--- src/rtl/ctrl_alu_pkg.sv ---
package ctrl_alu_pkg;

    localparam int unsigned DATA_W = 16;

    // Field order matches the documented control-code bit order (MSB first).
    typedef struct packed {
        logic zero_a;
        logic inv_a;
        logic zero_b;
        logic inv_b;
        logic sel_add;
        logic inv_res;
    } alu_ctrl_t;

    localparam int unsigned CTRL_W = $bits(alu_ctrl_t);

    typedef enum logic {
        FN_AND = 1'b0,
        FN_ADD = 1'b1
    } core_fn_e;

    typedef struct packed {
        logic zero;
        logic neg;
    } alu_flags_t;

    localparam logic [CTRL_W-1:0] CODE_ZERO  = 6'b101010;
    localparam logic [CTRL_W-1:0] CODE_ONE   = 6'b111111;
    localparam logic [CTRL_W-1:0] CODE_MONE  = 6'b111010;
    localparam logic [CTRL_W-1:0] CODE_ADEC  = 6'b001110;

endpackage

--- src/rtl/operand_cond.sv ---
module operand_cond #(
    parameter int unsigned W = 16
) (
    input  logic [W-1:0] din,
    input  logic         zero_en,
    input  logic         inv_en,
    output logic [W-1:0] dout
);
    logic [W-1:0] zeroed;

    always_comb begin
        zeroed = zero_en ? '0 : din;
        dout   = inv_en ? ~zeroed : zeroed;
    end

    // ordering of zero-then-invert, checked on the port relation
    always_comb begin
        if (zero_en && inv_en)
            p_zero_inv_ones_r1: assert ($countones(dout) == W)
                else $error("R1/R2 zero+invert did not give all ones");
        if (!zero_en && !inv_en)
            p_pass_through_r2: assert (dout == din)
                else $error("R1/R2 unconditioned operand changed");
        if (zero_en && !inv_en)
            p_zero_only_r1: assert ($countones(dout) == 0)
                else $error("R1/R2 zeroed operand not zero");
    end
endmodule

--- src/rtl/core_fn.sv ---
module core_fn
    import ctrl_alu_pkg::*;
#(
    parameter int unsigned W = 16
) (
    input  logic [W-1:0] op_a,
    input  logic [W-1:0] op_b,
    input  core_fn_e     fn,
    output logic [W-1:0] y
);
    always_comb begin
        unique case (fn)
            FN_ADD:  y = op_a + op_b;
            default: y = op_a & op_b;
        endcase
    end

    always_comb begin
        if (fn == FN_ADD)
            p_add_wrap_r3: assert (W'(y - op_b) == op_a)
                else $error("R3 sum inconsistent");
        else
            p_and_subset_r4: assert (((y & ~op_a) == '0) && ((y & ~op_b) == '0)
                                     && ($countones(y) >= $countones(op_a & op_b)))
                else $error("R4 AND result inconsistent");
    end
endmodule

--- src/rtl/out_stage.sv ---
module out_stage
    import ctrl_alu_pkg::*;
#(
    parameter int unsigned W = 16
) (
    input  logic [W-1:0] y,
    input  logic         inv_en,
    output logic [W-1:0] res,
    output alu_flags_t   flags
);
    always_comb begin
        res        = inv_en ? ~y : y;
        flags.zero = ~|res;
        flags.neg  = res[W-1];
    end

    always_comb begin
        if (inv_en)
            p_out_invert_r5: assert ($countones(res ^ y) == W)
                else $error("R5 output not complemented");
        else
            p_out_pass_r5: assert ($countones(res ^ y) == 0)
                else $error("R5 output altered");
        p_zero_flag_r6: assert (flags.zero == ($countones(res) == 0))
            else $error("R6 zero flag wrong");
        p_neg_flag_r7: assert (flags.neg == ($signed(res) < 0))
            else $error("R7 negative flag wrong");
    end
endmodule

--- src/rtl/ctrl_alu.sv ---
module ctrl_alu
    import ctrl_alu_pkg::*;
#(
    parameter int unsigned W = DATA_W
) (
    input  logic [W-1:0] a_i,
    input  logic [W-1:0] b_i,
    input  logic         zero_a,
    input  logic         inv_a,
    input  logic         zero_b,
    input  logic         inv_b,
    input  logic         sel_add,
    input  logic         inv_res,
    output logic [W-1:0] res_o,
    output logic         is_zero_o,
    output logic         is_neg_o
);
    localparam int unsigned N_OPS = 2;

    alu_ctrl_t  ctrl;
    logic [W-1:0] raw  [N_OPS];
    logic [W-1:0] cond [N_OPS];
    logic [N_OPS-1:0] zero_sel;
    logic [N_OPS-1:0] inv_sel;
    logic [W-1:0] core_y;
    alu_flags_t   flags;

    assign ctrl     = '{zero_a: zero_a, inv_a: inv_a, zero_b: zero_b,
                        inv_b: inv_b, sel_add: sel_add, inv_res: inv_res};
    assign raw[0]   = a_i;
    assign raw[1]   = b_i;
    assign zero_sel = {ctrl.zero_b, ctrl.zero_a};
    assign inv_sel  = {ctrl.inv_b,  ctrl.inv_a};

    for (genvar i = 0; i < N_OPS; i++) begin : g_cond
        operand_cond #(.W(W)) u_cond (
            .din    (raw[i]),
            .zero_en(zero_sel[i]),
            .inv_en (inv_sel[i]),
            .dout   (cond[i])
        );
    end

    core_fn #(.W(W)) u_core (
        .op_a(cond[0]),
        .op_b(cond[1]),
        .fn  (core_fn_e'(ctrl.sel_add)),
        .y   (core_y)
    );

    out_stage #(.W(W)) u_out (
        .y     (core_y),
        .inv_en(ctrl.inv_res),
        .res   (res_o),
        .flags (flags)
    );

    assign is_zero_o = flags.zero;
    assign is_neg_o  = flags.neg;

    // Named-code checks at the block's ports
    always_comb begin
        if (ctrl == CODE_ZERO)
            p_const_zero_r9: assert (res_o == '0) else $error("R9 zero constant");
        if (ctrl == CODE_ONE)
            p_const_one_r9: assert (res_o == W'(1)) else $error("R9 one constant");
        if (ctrl == CODE_MONE)
            p_const_mone_r9: assert (res_o == '1) else $error("R9 minus-one constant");
        if (ctrl == CODE_ADEC)
            p_decrement_r8: assert (W'(res_o + W'(1)) == a_i) else $error("R8 decrement");
    end
endmodule

--- config.mk ---
export PLATFORM = sky130hd
export DESIGN_NAME = ctrl_alu
export DESIGN_NICKNAME = d
export VERILOG_FILES = /design/src/rtl/ctrl_alu_pkg.sv /design/src/rtl/operand_cond.sv /design/src/rtl/core_fn.sv /design/src/rtl/out_stage.sv /design/src/rtl/ctrl_alu.sv
export SDC_FILE = /design/constraint.sdc
export NUM_CORES = 1
export LEC_CHECK = 0
export ABC_AREA = 0
export BUFFER_PORTS_ARGS = -buffer_cell sky130_fd_sc_hd__buf_2
export CORE_MARGIN = 4
export CORE_UTILIZATION = 25
export DETAILED_ROUTE_END_ITERATION = 10
export PLACE_DENSITY = 0.48
export SLEW_MARGIN = 30
export SYNTH_ARGS = -nofsm -noshare
export SYNTH_HDL_FRONTEND = slang
export SYNTH_SLANG_ARGS = --single-unit
export TNS_END_PERCENT = 5
--- constraint.sdc ---
create_clock -name vclk -period 7.18
set_input_delay 1.077 -clock vclk [all_inputs]
set_output_delay 1.077 -clock vclk [all_outputs]
set_load 0.01 [all_outputs]
# Word level (Yosys, flattened, before mapping)
# Cells that the tools add are included.
[totals]
register_bits = 0
input_bits = 38
word_cells = 13
[op_classes]
addsub = 1
muxes = 6
bitwise = 4
reduce_logical = 2
[ops]
columns = ["op", "count"]
rows = [
  ["two-way mux 16 bit", 6],
  ["NOT 16 bit", 3],
  ["adder 16 bit", 1],
  ["AND 16 bit", 1],
  ["OR reduction 16 bit", 1],
  ["zero test 1 bit", 1],
]

# Depth between registers and ports, before layout
# Gate-level depths: netlist of run 1.
[depth]
ltp_word = 9
ltp_mapped = 13
mapped_depth_nobuf = 12

# Hierarchy
# A second synthesis of run 1 with hierarchy kept.
[hier_totals]
cells_unflattened = 235
hier_area_um2 = 2108.3
[by_module_without_submodules]
columns = ["mod", "n_inst", "cells_per_inst", "area_each_um2", "seq_area_each_um2"]
rows = [
  ["core_fn", 1, 133, 978.4, 0.0],
  ["operand_cond", 2, 35, 432.9, 0.0],
  ["out_stage", 1, 32, 264.0, 0.0],
]

# Worst setup path before layout of run 1
# OpenSTA, ideal clock, no wires.
[synth_path]
kind = "input to output"
from = "input port inv_a"
to = "output port is_zero_o"
arrival_time_ns = 4.353
slack_ns = 1.750
path_stages = 12
path_cell_list = "clkbuf_1 buf_1 xnor2_1 fa_1 a21o_2 a211oi_1 a21oi_1 mux2i_1 xnor2_1 or4_1 or3_1 nor4_2"
[synth_via]
elab_chain_len = 7
elab_cells_between_ends = 8
[synth_lines]
columns = ["element", "line_no", "source"]
rows = [
  ["from (decl)", "ctrl_alu.sv:9", "input logic inv_a,"],
  ["two-way mux 16 bit (*)", "operand_cond.sv:13", "dout = inv_en ? ~zeroed : zeroed;"],
  ["adder 16 bit / AND 16 bit (equally long branches)", "core_fn.sv:13, core_fn.sv:14", ""],
  ["two-way mux 16 bit (*)", "core_fn.sv:12", "unique case (fn)"],
  ["NOT 16 bit", "out_stage.sv:12", "res = inv_en ? ~y : y;"],
  ["two-way mux 16 bit (*)", "out_stage.sv:12", ""],
  ["via res_o[4]", "ctrl_alu.sv:14", "output logic [W-1:0] res_o,"],
  ["OR reduction 16 bit (*)", "out_stage.sv:13", "flags.zero = ~|res;"],
  ["zero test 1 bit (*)", "out_stage.sv:13", ""],
  ["to (decl)", "ctrl_alu.sv:15", "output logic is_zero_o,"],
]
# Mark *: on every way through the listed nets, which the timed path passes. The rest lies on a longest branch.

# Final worst setup path of run 1
[layout_path]
from = "input port inv_a"
to = "output port is_zero_o"
[layout_via]
elab_chain_len = 7
elab_cells_between_ends = 8
[layout_lines]
columns = ["element", "line_no"]
rows = [
  ["two-way mux 16 bit (*)", "operand_cond.sv:13"],
  ["adder 16 bit / AND 16 bit (equally long branches)", "core_fn.sv:13, core_fn.sv:14"],
  ["two-way mux 16 bit (*)", "core_fn.sv:12"],
  ["NOT 16 bit", "out_stage.sv:12"],
  ["two-way mux 16 bit (*)", "out_stage.sv:12"],
  ["OR reduction 16 bit (*)", "out_stage.sv:13"],
  ["zero test 1 bit (*)", "out_stage.sv:13"],
]
# Mark *: on every way between the ends. The rest lies on a longest branch, timed or not.

==> flow_summary_export.csv, run 1 <==
group,metric,value,unit
layout,n_antenna_cell,0,
placement,dp_slack,1850,ps
layout,fill_cells,765,
synth,synth.top_cell.area_share,0.275,
route,wl_met3,205,µm
floorplan,rows,30,
placement,gp_congestion,0.806,
timing,finalCritPeriodShare,0.737,
floorplan,start_util,0.258,
synth,synth.area.top_cells,"xnor2_1, ha_1, nand2b_1, mux2i_1, a21oi_1",
setup_path,max_stage_delay,440,ps
grt,grt_pass1_vias,1601,
run,cap_violations,0,
synth,synth_common_cells,"xnor2_1, nand2b_1, ha_1, a21oi_1, nand2_1",
floorplan,die_h,91.7,µm
synth,synthAdderAreaFrac,0.126,
grt,grt_start_max_net_pins,24,
synth,yosys.area_share.simple,0.270,
route,viasPerCell,4.52,
setup_path,worst_setup_path_start_kind,"input port",
synth,syn_inst,237,
layout,nClkBuffers,0,
clock_network,cts_hold_buf,0,
synth,yosysMostFrequentCell,"xnor2_1",
layout,fin_area,2090,µm²
layout,syn_to_final_growth,19.4,%
route,dr_wl_met2,2.02,mm
floorplan,dieArea,8400,µm²
grt,overflow,0,
floorplan,die_w,91.7,µm
placement,io_buffers,56,
timing,worstMarginPinSlew,509,ps
placement,dpl_cell_area,2090,µm²
timing,rsz0062_at_grt,"false",
floorplan,ioPinCount,56,
setup_path,crit_required,6100,ps
setup_path,cp_num_buf_inv,2,
grt,grt_pass1_wl,7.75,mm
route,highest_layer,"met3",
route,dr.pass1.iters,4,
synth,synth_xor_area_frac,0.285,
setup_path,cp_max_fo,16,
synth,synth_fp_nets,292,
synth,seq_area_frac_synth,0,
synth,muxShareOfSynthArea,0.0693,
floorplan,core-area,6790,µm²
grt,track_usage,0.106,
synth,yosys.area.top_type,"xnor2_1",
power,ir_worst_vdd,0.0240,mV
min_path,worst_hold_path_type,"in -> out",
route,drc_errors,0,
power,p_per_area,150,nW/µm²
timing,slew_viol_final,0,
layout,seqCellArea,0,µm²
setup_path,critPathTopFamily,"compound AO/OA/AOI/OAI gates",
clock_network,cts_resized,0,
timing,relSlewSlack,0.657,
route,ant_nets,0,
grt,antenna_found_initial,0,
synth,yosysWarnings,0,
route,wl,4.66,mm
route,vias,1694,
synth,syn_area_per_cell,7.39,µm²
timing,fin_tns_setup,0,ps
setup_path,cp.arrival,4220,ps
clock_network,postCtsSetupBuffers,0,
power,p_leak,0.000883,µW
layout,drive_gt1_frac,0.237,
synth,synth_area,1750,µm²
setup_path,cp_slowest_cell,"fa_1",
setup_path,end_kind,"primary output",
layout,seq_cell_count,0,
route,wl_per_cell,12.4,µm
timing,layout_setup_ws,1890,ps
synth,synth_compound_area_frac,0.207,
route,wl_met1,2.43,mm
route,drtIter0Drc,95,
setup_path,worstSetupPathType,"in -> out",
timing,hold_viol,0,
outcome,status,"complete, no violations",
timing,fmax,189,MHz
synth,ys_types,48,
setup_path,crit_top_cell,"buf_2",
synth,synth_top_family_by_area,"XOR/XNOR gates",
timing,layout_min_cycle_time,5290,ps
placement,place_hpwl,4.02,mm
setup_path,crit_chain,"buf_2 > xnor2_1 > ha_1 > fa_1 > a211o_2 > a21o_1 > o211ai_2 > a211oi_1 > o2111a_1 > nor3_2 > mux2i_1 > nor4_2 > buf_2",
timing,setup_viol,0,
layout,final_nets,336,
[metal layers]
layer,global-route usage,vias to the layer above
li1,-,914
met2,0.173,37
met3,0.00984,0
met1,0.159,743
met5,0,-
met4,0,0
[cells in the final DEF, fill, tap and decap left out, types with 2 or more instances in the layout]
cell type / instances
buf_2: 56
xnor2_1: 55
nand2b_1: 32
ha_1: 16
a21oi_1: 13
nand2_1: 13
mux2i_1: 11
nor2_1: 7
nor3_1: 7
o21ai_0: 7
a21o_1: 6
a211oi_1: 6
or3_1: 5
o211ai_1: 4
nor3b_1: 4
inv_1: 3
a211o_1: 2
nor4_1: 2
and2_1: 2
nor2b_1: 2
xor2_1: 2
[worst paths after layout]
kind	start	slack, ps	endpoint	cells after the start
min	inv_res	2680	res_o[8]	3
max	inv_a	1890	is_zero_o	13
[area by class of cell]
type	count	area (µm²)	area share
tap	96	120	0.0575
inverter	4	15.0	0.00718
timing repair buffer	56	280	0.134
multi-input combinational	219	1680	0.801
[per-stage QoR]
stage | cells | total power (µW) | hold slack (ps) | util
final | 375 | 313 | 2680 | 0.308
after global routing | 375 | 349 | 2710 | 0.308
after CTS | 375 | 315 | 2690 | 0.308
after detailed placement | 375 | 313 | 2690 | 0.308
after global placement | 375 | 314 | 2690 | 0.308
after floorplan | 237 | 237 | 2420 | -
[logic make-up (layout without fill, tap and decap cells)]
family	Yosys count	after routing
and+or+nand+nor	82	82
buffers and inverters	18	60
xor gates and xnor gates	57	57
muxes	12	12
adders and majority gates	17	17
AOI/OAI and AO/OA	51	51
[where the power goes]
part | internal, µW | switching, µW
Combinational | 144 | 169
Clock | 0 | 0
Sequential | 0 | 0
Total | 144 | 169
Note: power is estimated with default switching activity, not from simulation.
==> run 2: changes to the inputs <==
PLACE_DENSITY = 0.5   (was 0.48)
clock period = 4.6 ns   (was 7.18 ns; I/O delays follow)
==> run 2 against run 1 <==
  * Sequential share of layout area did not move
  * Cell count increased by 1.6%
  * Non-clock buffer count up 6
  * Count of clock-buffer cells in the layout unchanged
  * Global-route usage fell by 0.41 points
  * Worst hold slack lost 780 ps
  * Cell area is 2.2% higher
  * Power rose by 56%
  * First-iteration DRC count increased by 12%
  * Worst setup slack lost 1600 ps
  * Core utilization rose by 0.66 points
==> flow_summary_export.csv, run 2 (synthesis results as in run 1) <==
group,metric,value,unit
outcome,status,"complete, no violations",
route,wl_per_cell,11.4,µm
timing,hold_slack,1900,ps
placement,dp_slack,197,ps
grt,use_met3,0.00820,
power,p_leak,0.000912,µW
setup_path,end_kind,"primary output",
placement,gp_congestion,0.812,
floorplan,rows,30,
layout,fin_cells,381,
placement,io_buffers,56,
setup_path,cp_max_fo,4,
clock_network,cts_hold_buf,0,
placement,dp.cells,381,
setup_path,worst_setup_path_start_kind,"input port",
power,ir_worst_vdd,0.0409,mV
layout,mostFrequentLayoutCell,"buf_2",
grt,grt_pass1_wl,7.54,mm
setup_path,crit_required,3910,ps
layout,nClkBuffers,0,
grt,use_met2,0.169,
power,p_per_area,229,nW/µm²
layout,n_antenna_cell,0,
floorplan,die_w,91.7,µm
floorplan,die_h,91.7,µm
layout,layout_common_cells,"buf_2, xnor2_1, nand2b_1, ha_1",
setup_path,cp.arrival,3670,ps
clock_network,cts_resized,0,
grt,grt_pass1_vias,1679,
placement,dpl_cell_area,2140,µm²
min_path,worst_hold_path_type,"in -> out",
timing,layout_min_cycle_time,4360,ps
floorplan,dieArea,8400,µm²
clock_network,postCtsSetupBuffers,0,
timing,layout_setup_ws,242,ps
timing,setup_viol,0,
grt,track_usage,0.102,
run,cap_violations,0,
grt,overflow,0,
route,wl,4.36,mm
timing,hold_viol,0,
setup_path,worstSetupPathType,"in -> out",
route,dr.pass1.iters,4,
timing,rsz0062_at_grt,"false",
route,drtIter0Drc,106,
timing,fmax,229,MHz
floorplan,core-area,6790,µm²
timing,fin_tns_setup,0,ps
timing,slew_viol_final,0,
layout,seqCellArea,0,µm²
layout,drive_gt1_frac,0.253,
grt,antenna_found_initial,0,
route,vias,1668,
grt,busiest_layer,"met2",
timing,worstMarginPinSlew,495,ps
layout,syn_to_final_growth,22.0,%
timing,finalCritPeriodShare,0.947,
floorplan,ioPinCount,56,
layout,fin_area,2140,µm²
layout,final_nets,342,
floorplan,start_util,0.258,
grt,grt_use_met1,0.151,
layout,fill_cells,757,
route,viasPerCell,4.38,
timing,relSlewSlack,0.670,
layout,seq_cell_count,0,
route,drc_errors,0,
placement,place_hpwl,3.92,mm
grt,grt_start_max_net_pins,24,
route,ant_nets,0,
-- run 2: cell count changes in the layout (fill, tap and decap cells not counted) --
| cell | delta |
|---|---|
| buf_4 | +6 |
-- run 2: metal layers --
metal,part of all wire,wire [µm]
met1,0.53,2300
met2,0.43,1900
met3,0.038,165
met4,0,0
met5,0,0
-- run 2: final timing paths --
kind / from / endpoint / slack (ps) / depth (start not counted)
max: zero_a / is_zero_o / 240 / 14
min: inv_res / res_o[13] / 1900 / 3
-- run 2: stage by stage --
step / total power, µW / utilization
after floorplan: 370 / -
after global placement: 494 / 0.314
after detailed placement: 493 / 0.314
after CTS: 495 / 0.314
after global routing: 547 / 0.314
final: 489 / 0.314
-- run 2: where the power goes --
| group | switching, µW | leakage [µW] | total, µW | internal, µW |
|---|---|---|---|---|
| clock network | 0 | 0 | 0 | 0 |
| registers | 0 | 0 | 0 | 0 |
| logic | 260 | 0.000912 | 489 | 230 |
| total | 260 | 0.000912 | 489 | 230 |
-- run 2: area by class of cell --
| cell class | instances | area (µm²) | area share |
|---|---|---|---|
| Tap cell | 96 | 120 | 0.0562 |
| Multi-Input combinational cell | 219 | 1680 | 0.784 |
| Timing Repair Buffer | 62 | 325 | 0.152 |
| Inverter | 4 | 15.0 | 0.00703 |
-- run 2: critical path: stages --
cell	delay (ps)
buf_2	110
nand2b_1	140
xnor2_1	130
ha_1	250
fa_1	430
a211o_2	330
a21o_1	190
o211ai_2	220
a211oi_1	120
o2111a_1	260
nor3_2	260
mux2i_1	120
nor4_2	260
buf_2	170
